## src/rtl/intr_unit.sv

```systemverilog
module intr_unit #(
  parameter int PC_W    = 32,
  parameter int CODE_W  = 8,
  parameter int INFO_W  = 16,
  parameter int VEC_LSB = 4,
  parameter int OP_W    = 5,
  parameter int OP_RET  = 29,
  parameter int OP_EN   = 10,
  parameter int OP_DIS  = 11,
  parameter int OP_RD   = 16,
  parameter int OP_WR   = 17
) (
  input  logic              clk,
  input  logic              rst_n,
  input  logic              fetch_start,
  input  logic              irq_req,
  input  logic [CODE_W-1:0] irq_code,
  input  logic [INFO_W-1:0] irq_info,
  input  logic [PC_W-1:0]   pc_cur,
  input  logic              op_valid,
  input  logic [OP_W-1:0]   opcode,
  input  logic [PC_W-1:0]   wr_info,
  input  logic [PC_W-1:0]   wr_epc,
  output logic              pc_load,
  output logic [PC_W-1:0]   pc_next,
  output logic              irq_ack,
  output logic              irq_en,
  output logic              rd_en,
  output logic [PC_W-1:0]   rd_info,
  output logic [PC_W-1:0]   rd_epc
);
  localparam int VEC_MSB = VEC_LSB + CODE_W - 1;

  logic              ien_q, ack_q;
  logic [PC_W-1:0]   epc_q;
  logic [INFO_W-1:0] info_q;
  logic [PC_W-1:0]   vec;
  logic              take, op_act, do_ret, do_en, do_dis, do_rd, do_wr;

  assign take   = fetch_start & irq_req & ien_q;
  assign op_act = op_valid & ~take;
  assign do_ret = op_act & (opcode == OP_W'(OP_RET));
  assign do_en  = op_act & (opcode == OP_W'(OP_EN));
  assign do_dis = op_act & (opcode == OP_W'(OP_DIS));
  assign do_rd  = op_act & (opcode == OP_W'(OP_RD));
  assign do_wr  = op_act & (opcode == OP_W'(OP_WR));

  always_comb begin
    vec = '0;
    vec[VEC_MSB:VEC_LSB] = irq_code;
  end

  assign pc_load = take | do_ret;
  assign pc_next = take ? vec : (do_ret ? epc_q : '0);
  assign irq_ack = ack_q;
  assign irq_en  = ien_q;
  assign rd_en   = do_rd;
  assign rd_info = do_rd ? {{(PC_W-INFO_W){1'b0}}, info_q} : '0;
  assign rd_epc  = do_rd ? epc_q : '0;

  always_ff @(posedge clk or negedge rst_n) begin
    if (!rst_n) begin
      ien_q  <= 1'b0;
      ack_q  <= 1'b0;
      epc_q  <= '0;
      info_q <= '0;
    end else begin
      ack_q <= take;
      if (take) begin
        ien_q  <= 1'b0;
        epc_q  <= pc_cur;
        info_q <= irq_info;
      end else begin
        if (do_ret | do_en) ien_q <= 1'b1;
        if (do_dis)         ien_q <= 1'b0;
        if (do_wr) begin
          epc_q  <= wr_epc;
          info_q <= wr_info[INFO_W-1:0];
        end
      end
    end
  end
endmodule


```

## config.mk

```make
export PLATFORM = sky130hd
export DESIGN_NAME = intr_unit
export DESIGN_NICKNAME = d
export VERILOG_FILES = /design/src/rtl/intr_unit.sv
export SDC_FILE = /design/constraint.sdc
export NUM_CORES = 1
export LEC_CHECK = 0
export ABC_AREA = 1
export BUFFER_PORTS_ARGS = -buffer_cell sky130_fd_sc_hd__buf_2
export CELL_PAD_IN_SITES_DETAIL_PLACEMENT = 0
export CELL_PAD_IN_SITES_GLOBAL_PLACEMENT = 2
export CORE_MARGIN = 2
export CORE_UTILIZATION = 21
export DETAILED_ROUTE_END_ITERATION = 12
export PLACE_DENSITY = 0.85
export SLEW_MARGIN = 30
export SYNTH_ARGS = -nofsm -noshare
export SYNTH_HDL_FRONTEND = slang
export SYNTH_SLANG_ARGS = --single-unit
```

## constraint.sdc

```tcl
create_clock -name clk -period 1.9 [get_ports clk]
set_input_delay 0.095 -clock clk [delete_from_list [all_inputs] [get_ports clk]]
set_output_delay 0.095 -clock clk [all_outputs]
set_load 0.01 [all_outputs]
```

Word level (Yosys, flattened, before mapping)
Index checks and enable logic that the tools add are counted.
{"block": "word_totals", "input_bits": 130, "output_inout_bits": 100, "ff_bits": 50, "word_cells": 33}
{"block": "op_classes", "n_bitwise": 11, "n_eq_ne": 5, "n_reduce_logical": 2, "mux": 11}
{"operator": "32-bit 2-to-1 mux", "count": 5}
{"operator": "16-bit 2-to-1 mux", "count": 3}
{"operator": "5-bit equality test (second input constant)", "count": 3}
{"operator": "5-bit by 4-bit equality test with 1-bit output (second input constant)", "count": 2}
{"operator": "1-bit AND", "count": 8}
{"operator": "1-bit 2-to-1 mux", "count": 3}
{"operator": "3-bit nonzero test", "count": 1}
{"operator": "1-bit OR", "count": 2}
{"operator": "2-bit nonzero test", "count": 1}
{"operator": "1-bit NOT", "count": 1}

Depth between registers and ports, before layout
Gate-level depths: netlist (run 1).
{"block": "logic_depth", "depth_word": 9, "mapped_depth": 8, "ltp_nobuf": 7}

Worst setup path before layout (run 1)
Ideal clock, no wire load.
{"block": "synth_timing", "path_kind": "register to output", "start": "register ien_q (netlist: irq_en)", "end": "output port rd_epc[22]", "slack_ns": 0.517, "stages_incl_launch_ff": 6, "t_arrival_ns": 1.288, "path_cell_list": "dfrtp_1 nand3_2 nand2_1 buf_2 buf_2 nor3_1"}
{"block": "synth_via", "elab_chain_len": 5}
{"element": "start, declared", "line": "34", "text": "logic ien_q, ack_q;"}
{"element": "start signal, assigned", "line": "63", "text": "ien_q <= 1'b0;"}
{"element": "start signal, assigned", "line": "70", "text": "ien_q <= 1'b0;"}
{"element": "start signal, assigned", "line": "74", "text": "if (do_ret | do_en) ien_q <= 1'b1;"}
{"element": "1-bit AND", "line": "40", "text": "assign take = fetch_start & irq_req & ien_q;"}
{"element": "1-bit NOT", "line": "41", "text": "assign op_act = op_valid & ~take;"}
{"element": "1-bit AND", "line": "41"}
{"element": "1-bit AND", "line": "45", "text": "assign do_rd = op_act & (opcode == OP_W'(OP_RD));"}
{"element": "32-bit 2-to-1 mux", "line": "59", "text": "assign rd_epc = do_rd ? epc_q : '0;"}
{"element": "end, declared", "line": "30", "text": "output logic [PC_W-1:0] rd_epc"}
No other way between the ends.

Worst setup path in the final report (run 1)
{"block": "layout_timing", "start": "register ien_q (netlist: irq_en)", "end": "output port pc_next[10]"}
{"block": "layout_via", "elab_chain_len": 6}
{"element": "1-bit AND *", "line": "40"}
{"element": "1-bit NOT", "line": "41"}
{"element": "1-bit AND", "line": "41"}
{"element": "1-bit AND", "line": "42", "text": "assign do_ret = op_act & (opcode == OP_W'(OP_RET));"}
{"element": "32-bit 2-to-1 mux", "line": "54", "text": "assign pc_next = take ? vec : (do_ret ? epc_q : '0);"}
{"element": "32-bit 2-to-1 mux *", "line": "54"}
{"element": "end, declared", "line": "25", "text": "output logic [PC_W-1:0] pc_next,"}
Every way passes the cells marked *; elsewhere a longest branch is shown, timed or not.

==> flow_summary.yaml, run 1 <==
cts:
  h-tree-depth: 2
  cts_made_buffers: 5
  cts-root-buf: "clkbuf_16"
  insertion_delay_ns: 0.28
  cts_tree: "built"
  cts_buffer_depth: 2
  clkSinkCount: 50
  cts.clk_slew.worst_paths_ns: 0.06
placed_design:
  dpl.hpwl_um: 8580
  globalplace.congestion: 0.718
  dpl_cell_area_mm2: 0.00451
  port_buffers: 197
  preCtsSetupSlack_ns: 0.247
power_and_ir_drop:
  peakVddDrop_mv: 0.284
  p_comb_share_pct: 35.6
  power_frac_clock_pct: 21.3
  seqPwrFrac_pct: 43.1
  cellLeakagePower_nw: 2.68
  switchingPower_mw: 1.42
  power_density_mw_per_mm2: 854
  power.total_mw: 4.01
  p_int_mw: 2.59
  switching_share_pct: 35.3
worst_setup_path:
  critical_path_required_ns: 1.80
  worstPathMaxFanout: 25
  worst-path-buf-inv: 3
  crit_path_top_delay_cell: "dfrtp_1"
  startpoint_type: "flip-flop"
  end_kind: "primary output"
  path_cells: "nand3_4 > nand2_2 > inv_1 > nand2_1 > buf_6 > o21ai_0 > buf_2"
  cp.arrival_ns: 1.61
  critical_path.top_delay_family: "buffers and inverters"
  worstSetupPathType: "flip-flop to primary output"
  critPathMaxStageDelay_ns: 0.41
sta:
  fin_crit_sh_pct: 89.6
  drv_slew: 0
  final_hold_viol_count: 0
  fin_worst_skew_ns: 0.00352
  finalCriticalPeriod_ns: 1.70
  clock.fmax_ghz: 0.587
  final.setup.worst_slack_ns: 0.197
  setup_tns_ns: 0
  setup_viol: 0
  rsz0062_at_grt: "no"
floorplan:
  pin_count: 230
  start_util_pct: 21.2
  die_w_um: 130
  core_mm2: 0.0157
  num_rows: 46
  die-area_mm2: 0.0169
  fp.dieH_um: 130
yosys:
  synth_cell_types: 19
  ys_seq_elements: 50
  syn-instance-count: 509
  yosys_warnings: 0
  ys_seq_area_share_pct: 37.6
  netlist_area_mm2: 0.00333
  avgSynthCellArea_um2: 6.54
hold_path:
  worstHoldPathType: "primary input to flip-flop"
routing:
  wl_per_cell_um: 12.1
  drt_iter0_markers: 144
  dr_total_vias: 3606
  remaining_drc_errors: 0
  vias_per_cell: 3.95
  first_pass_iters: 4
  antenna_left: 0
  routed_wl_um: 11100
run_status:
  status: "complete, no violations"
grt:
  grt_max_degree: 46
  grt.overflow.total: 0
  grt_pass1_wl_um: 17100
  antenna_found_initial: 0
  grt_pass1_vias: 3266
  grt_usage_pct: 12.7
finish:
  fin_nets: 828
  finish.utilization_pct: 29.9
  areaGrowthSynthToFinish_pct: 41.0
  drive_gt1_share_pct: 34.5
  diodes: 0
  design_area_mm2: 0.00469
run:
  cap_violations: 0
## cell families after synthesis
family,Yosys count,share of synthesized area [%]
and+or+nand+nor,326,42.6
buffers and inverters,92,13.6
DFF,50,37.6
other,1,0.113
AOI/OAI and AO/OA,40,6.01
## stage by stage
step	instances	hold slack [ns]
after floorplan	524	-0.201
after global placement	902	-0.0212
after detailed placement	902	-0.0176
after CTS	910	0.0847
after global routing	914	0.0939
final	914	0.0930
## repair_timing
| action | CTS | global route |
|---|---|---|
| hold buffers | 1 | 0 |
| buffers inserted | 0 | 4 |
| gates cloned | 0 | 0 |
| pin swaps | 0 | 1 |
| hold endpoints to repair | 9 | 0 |
| endpoints found under the setup margin | 24 | 6 |
| resized for setup | 3 | 0 |
## synthesized netlist by cell type
cell type  count  area, µm²
nor2_1        29        109
buf_2         21        105
nand2_2        2       12.5
dfrtp_1       50       1250
inv_2          3       11.3
buf_1          1       3.75
conb_1         1       3.75
nor3_1        23        115
nand2_1      223        837
nand3_1       21        105
nor3_2        11        110
o21ai_1        7       35.0
nor3b_1       16        120
o21ai_0       33        165
buf_4         20        150
inv_1         38        143
clkbuf_1       8       30.0
nand3_2        1       10.0
buf_6          1       11.3
## cell usage in the layout (no fill, tap or decap), drive strengths merged
cell type	count
conb	16
nand3	22
nand2	225
nor3b	16
nor2	29
dfrtp	50
dlygate4sd3	1
clkbuf	7
nor3	34
o21ai	40
buf	217
inv	41
## layout make-up
| cell class | instances | area [µm²] |
|---|---|---|
| clock buffers | 7 | 133 |
| fillers | 1796 | 11000 |
| inverters | 41 | 156 |
| multi-input cells | 382 | 1690 |
| flip-flops and latches | 50 | 1250 |
| well taps | 216 | 270 |
| repair buffers | 218 | 1190 |
## power groups by stage
stage | logic, mW | registers (mW) | clock network (mW)
2_1_floorplan | 0.994 | 1.72 | 0
3_3_place_gp | 1.42 | 1.73 | 0
3_5_place_dp | 1.43 | 1.75 | 0
4_1_cts | 1.45 | 1.73 | 0.900
5_1_grt | 1.64 | 1.78 | 0.934
6_report | 1.43 | 1.73 | 0.854
## path summary, 6_finish.rpt
kind	start	to	slack (ns)	depth (start not counted)
setup / recovery	irq_en	pc_next[10]	0.20	7
setup reg to reg	irq_en	epc_q[3]	0.44	6
hold reg to reg	info_q[1]	info_q[1]	0.50	2
max in group asynchronous	rst_n	info_q[6]	1.04	3
hold / removal	irq_info[7]	info_q[7]	0.09	5
min in group asynchronous	rst_n	epc_q[14]	0.22	2
## worst register-to-register path, cell delays in order (launching register included)
cell and delay, ns:
dfrtp_1 0.41, nand3_4 0.16, buf_4 0.18, nand2_2 0.08
buf_4 0.34, nand2_1 0.11, o21ai_0 0.09
## metal layers
layer  up-vias  track usage, %  wire [µm]  part of all wire [%]
met5         -               0          0                     0
met4         0            3.16        108                  0.98
met3         5            2.91        721                   6.5
met2       119            22.1       5340                    48
met1      1572            16.0       4900                    44
li1       1910               -          -                     -
## flip-flops by register name, indices dropped and copies added, names as in the netlist
signal / cells
epc_q: 32
info_q: 16
irq_ack: 1
irq_en: 1
No activity file was read; power rests on OpenSTA's default activity.
==> run 2: changes to the inputs <==
ABC_AREA = unset   (was 1)
CORE_UTILIZATION = 22   (was 21)
==> flow_summary.yaml, run 2 <==
finish:
  fillers: 1596
  layout_common_cells: "buf_2 (197), and2_1 (72), dfrtp_1 (50), o21ai_0 (49), nor2_1 (41)"
  multi_input_area_mm2: 0.00170
  fin_nets: 712
  top_regs: "epc_q (32), info_q (16)"
  ff_latch_area_mm2: 0.00125
  areaGrowthSynthToFinish_pct: 38.7
  largest_register_ffs: 32
  top_register: "epc_q"
  drive_gt1_share_pct: 38.1
  final_common_cell: "buf_2"
floorplan:
  core_mm2: 0.0144
  pin_count: 230
  start_util_pct: 22.3
  num_rows: 44
  die-area_mm2: 0.0156
  fp.dieH_um: 125
  die_w_um: 125
yosys:
  syn-instance-count: 404
  synth_cell_types: 28
  synth_top_area_share_pct: 39.0
  ys_seq_elements: 50
  synthArstFlopShare_pct: 100
  ys_seq_area_share_pct: 39.0
  yosysTopAreaCell: "dfrtp_1"
  synth_enable_flop_cells: 0
  synth_flop_cell: "dfrtp_1"
  yosysMostFrequentCell: "and2_1"
  avgSynthCellArea_um2: 7.95
  synthTopCellsByCount: "and2_1 (72), dfrtp_1 (50), o21ai_0 (49)"
  synthTopCellsByArea: "dfrtp_1 (39%), and2_1 (14%), a31oi_1 (7.8%), o21ai_0 (7.6%), a21oi_1 (6.2%)"
  yosys_warnings: 0
  netlist_area_mm2: 0.00321
grt:
  grt.overflow.total: 0
  grt_pass1_vias: 3512
  grt_usage_pct: 14.5
  grt_max_degree: 58
  antenna_found_initial: 1
  grt_pass1_wl_um: 18300
power_and_ir_drop:
  switching_share_pct: 29.9
  peakVddDrop_mv: 0.297
  switchingPower_mw: 0.959
  seqPwrFrac_pct: 50.6
  cellLeakagePower_nw: 2.26
  power_frac_clock_pct: 27.2
  power.total_mw: 3.21
  power_density_mw_per_mm2: 720
  p_comb_share_pct: 22.2
  p_int_mw: 2.25
routing:
  wl_met2_um: 5820
  drt_iter0_markers: 114
  wl_per_cell_um: 15.3
  antenna_left: 0
  wl_met3_um: 844
  first_pass_iters: 4
  top_layer: "met4"
  vias_per_cell: 4.66
  m1WireLength_um: 5010
  dr_total_vias: 3577
  remaining_drc_errors: 0
  routed_wl_um: 11800
worst_setup_path:
  crit-reg2reg-launch: "irq_en"
  crit_path_top_delay_cell: "dfrtp_1"
  worstPathMaxFanout: 36
  worstSetupPathType: "flip-flop to primary output"
  end_kind: "primary output"
  reg2reg_to: "info_q[3]"
  critical_path_required_ns: 1.80
  startpoint_type: "flip-flop"
  crit_start: "irq_en"
  critPathMaxStageDelay_ns: 0.41
  endpoint: "rd_epc[9]"
  r2r_cells: 4
  cp.arrival_ns: 1.72
  path_cells: "nand3_2 > and4_2 > buf_12 > and2_1 > buf_2"
  rrSetupSlack_ns: 0.56
placed_design:
  dpl.hpwl_um: 8310
  globalplace.congestion: 0.770
  port_buffers: 197
run_status:
  status: "complete, no violations"
cts:
  cts-root-buf: "clkbuf_16"
  h-tree-depth: 2
  clkSinkCount: 50
  insertion_delay_ns: 0.29
  cts_buffer_depth: 2
  cts_setup_buffers: 0
  cts_tree: "built"
  cts_made_buffers: 5
  cts.clk_slew.worst_paths_ns: 0.07
sta:
  drv_slew: 0
  fin_worst_skew_ns: 0.00669
  max_slew_margin_pct: 56.3
  rsz0062_at_grt: "no"
  clock.fmax_ghz: 0.551
  tightest_slew_ns: 0.656
  fin_crit_sh_pct: 95.6
  setup_tns_ns: 0
  finalCriticalPeriod_ns: 1.82
  final_hold_viol_count: 0
  setup_viol: 0
hold_path:
  worstHoldPathType: "primary input to flip-flop"
run:
  cap_violations: 0
## run 2: power by group through the flow
| stage | sequential (mW) | clock [mW] | combinational (mW) |
|---|---|---|---|
| after floorplan | 1.57 | 0 | 0.476 |
| after global placement | 1.63 | 0 | 0.692 |
| after detailed placement | 1.64 | 0 | 0.716 |
| after CTS | 1.63 | 0.919 | 0.719 |
| after global routing | 1.68 | 0.949 | 0.814 |
| final | 1.62 | 0.872 | 0.713 |
## run 2: how the worst min path moves through the flow
stage / start / end / slack, ns / depth (start not counted)
2_1_floorplan: rst_n / epc_q[0] / -0.20 / 0
3_3_place_gp: rst_n / epc_q[25] / 0.16 / 1
3_5_place_dp: rst_n / epc_q[25] / 0.16 / 1
4_1_cts: pc_cur[4] / epc_q[4] / 0.006 / 3
5_1_grt: pc_cur[9] / epc_q[9] / 0.02 / 3
6_report: pc_cur[4] / epc_q[4] / 0.02 / 3
## run 2: routing by layer
| layer | track usage, % | vias to the layer above |
|---|---|---|
| li1 | - | 1730 |
| met1 | 18.1 | 1696 |
| met2 | 25.0 | 145 |
| met3 | 4.08 | 6 |
| met4 | 3.17 | 0 |
| met5 | 0 | - |
## run 2: cell families after synthesis
kind of cell / synth area share [%]
and+or+nand+nor: 26.9
AOI/OAI and AO/OA: 23.8
buffers and inverters: 10.2
other: 0.117
DFF: 39.0
## run 2: worst max-delay path: cells and delay by family (launching register included)
family	cells	cell delay, ns
buffers and inverters	2	0.33
DFF	1	0.41
and+or+nand+nor	3	0.66
## run 2: layout make-up
type | count | share of cell area [%]
Inverter | 1 | 0.197
Antenna cell | 1 | 0.0562
Timing Repair Buffer | 210 | 25.4
Sequential cell | 50 | 28.1
Tap cell | 184 | 5.17
Clock buffer | 7 | 2.98
Multi-Input combinational cell | 314 | 38.1
## run 2: per-stage QoR
| step | setup WS (ns) | cells | utilization (%) | area [µm²] | hold slack (ns) |
|---|---|---|---|---|---|
| global route | 0.000827 | 766 | 31.0 | 4450 | 0.0220 |
| floorplan | 0.582 | 419 | - | 3270 | -0.201 |
| global placement | 0.150 | 758 | 29.8 | 4280 | 0.157 |
| CTS | 0.0108 | 766 | 30.9 | 4430 | 0.00624 |
| detailed placement | 0.273 | 758 | 29.8 | 4280 | 0.164 |
| finish | 0.0838 | 767 | 31.0 | 4450 | 0.0179 |
## run 2: repair_timing
| item | CTS | global route |
|---|---|---|
| setup endpoints to repair | 38 | 43 |
| hold endpoints to repair | 25 | 0 |
| gates resized for setup | 2 | 6 |
| hold buffers | 1 | 0 |
==> run 3: changes to the inputs <==
CORE_ASPECT_RATIO = 0.8   (was unset)
CORE_MARGIN = 1   (was 2)
==> flow_summary.yaml, run 3 (synthesized netlist as in run 2, its figures left out) <==
routing:
  remaining_drc_errors: 0
  vias_per_cell: 4.67
  first_pass_iters: 4
  routed_wl_um: 11500
  antenna_left: 0
  drt_iter0_markers: 172
  wl_per_cell_um: 15.0
  dr_total_vias: 3581
power_and_ir_drop:
  cellLeakagePower_nw: 2.26
  power.total_mw: 3.21
  power_density_mw_per_mm2: 723
  peakVddDrop_mv: 0.318
cts:
  h-tree-depth: 2
  insertion_delay_ns: 0.29
  cts_setup_buffers: 0
  cts_tree: "built"
  cts.clk_slew.worst_paths_ns: 0.07
  cts_made_buffers: 5
  cts-root-buf: "clkbuf_16"
  clkSinkCount: 50
  cts_buffer_depth: 2
floorplan:
  start_util_pct: 22.5
  die-area_mm2: 0.0151
  num_rows: 39
  fp.dieH_um: 110
  core_mm2: 0.0142
  pin_count: 230
  die_w_um: 137
finish:
  ff_latch_area_mm2: 0.00125
  finish.utilization_pct: 31.2
  fillers: 1568
  multi_input_area_mm2: 0.00170
  diodes: 0
  layout_common_cells: "buf_2 (197), and2_1 (72), dfrtp_1 (50), o21ai_0 (49), nor2_1 (41)"
  final_common_cell: "buf_2"
  top_regs: "epc_q (32), info_q (16)"
  areaGrowthSynthToFinish_pct: 38.3
  fin_nets: 713
  top_register: "epc_q"
  design_area_mm2: 0.00444
  drive_gt1_share_pct: 38.1
  largest_register_ffs: 32
sta:
  final_hold_viol_count: 0
  fin_worst_skew_ns: 0.00485
  setup_viol: 0
  drv_slew: 0
  fin_crit_sh_pct: 92.0
  finalCriticalPeriod_ns: 1.75
  tightest_slew_ns: 0.787
  clock.fmax_ghz: 0.572
  max_slew_margin_pct: 47.5
  holdWs_ns: 0.0152
  setup_tns_ns: 0
  rsz0062_at_grt: "no"
worst_setup_path:
  startpoint_type: "flip-flop"
  worstSetupPathType: "flip-flop to primary output"
  critical_path_required_ns: 1.80
  worstPathMaxFanout: 32
  end_kind: "primary output"
  cp.arrival_ns: 1.65
placed_design:
  globalplace.congestion: 0.780
  port_buffers: 197
  dpl.hpwl_um: 8120
  dpl_cell_area_mm2: 0.00429
run:
  cap_violations: 0
grt:
  grt.overflow.total: 0
  antenna_found_initial: 0
  grt_usage_pct: 14.8
  grt_max_degree: 42
  grt_pass1_wl_um: 17300
  grt_pass1_vias: 3317
hold_path:
  worstHoldPathType: "primary input to flip-flop"
run_status:
  status: "complete, no violations"
## run 3: cell type report
class / instances / share of cell area [%]
multi-input cells: 314 / 38.2
well taps: 184 / 5.19
repair buffers: 211 / 25.4
clock buffers: 7 / 2.99
flip-flops and latches: 50 / 28.2
inverters: 1 / 0.0846
## run 3: repair_timing
item / 4_1_cts / 5_1_grt
hold buffers: 1 / 0
endpoints found under the hold margin: 25 / 0
setup endpoints to repair: 0 / 8
resized for setup: 0 / 2
## run 3: metal layers
metal  GRT usage [%]  wire length, µm  part of all wire [%]  vias to the layer above
met4            2.51               62                  0.54                        0
met3            3.20              822                   7.1                        7
li1                -                -                     -                     1729
met5               0                0                     0                        -
met1            19.6             5340                    46                     1688
met2            25.1             5310                    46                      157
## run 3: final timing paths
path	cells past startpoint	slack, ns	from	to
max in group asynchronous	3	0.93	rst_n	epc_q[0]
worst max-delay path	7	0.15	irq_en	pc_next[11]
worst max register to register	6	0.41	irq_en	info_q[2]
worst min register to register	2	0.54	info_q[4]	info_q[4]
worst min-delay path	3	0.02	pc_cur[4]	epc_q[4]
min in group asynchronous	2	0.38	rst_n	epc_q[5]
## run 3: power by group
part           switching [mW]  internal, mW  leakage, nW
Combinational           0.378         0.329         1.60
Clock                   0.399         0.484       0.0640
Sequential              0.189          1.43        0.605
Total                   0.966          2.25         2.26
## run 3: per-stage QoR
| step | worst slack, ns | std cells |
|---|---|---|
| final | 0.153 | 767 |
| after detailed placement | 0.331 | 759 |
| after global routing | 0.0216 | 767 |
| after CTS | 0.0294 | 767 |
| after floorplan | 0.582 | 419 |
| after global placement | 0.347 | 759 |
## run 3: worst max-delay path, stage by stage (launching register included)
cell and delay [ns]:
dfrtp_1 0.40, nand3_2 0.13, buf_4 0.23, inv_2 0.09, buf_8 0.21, nand2_1 0.07
o21ai_0 0.07, buf_2 0.15
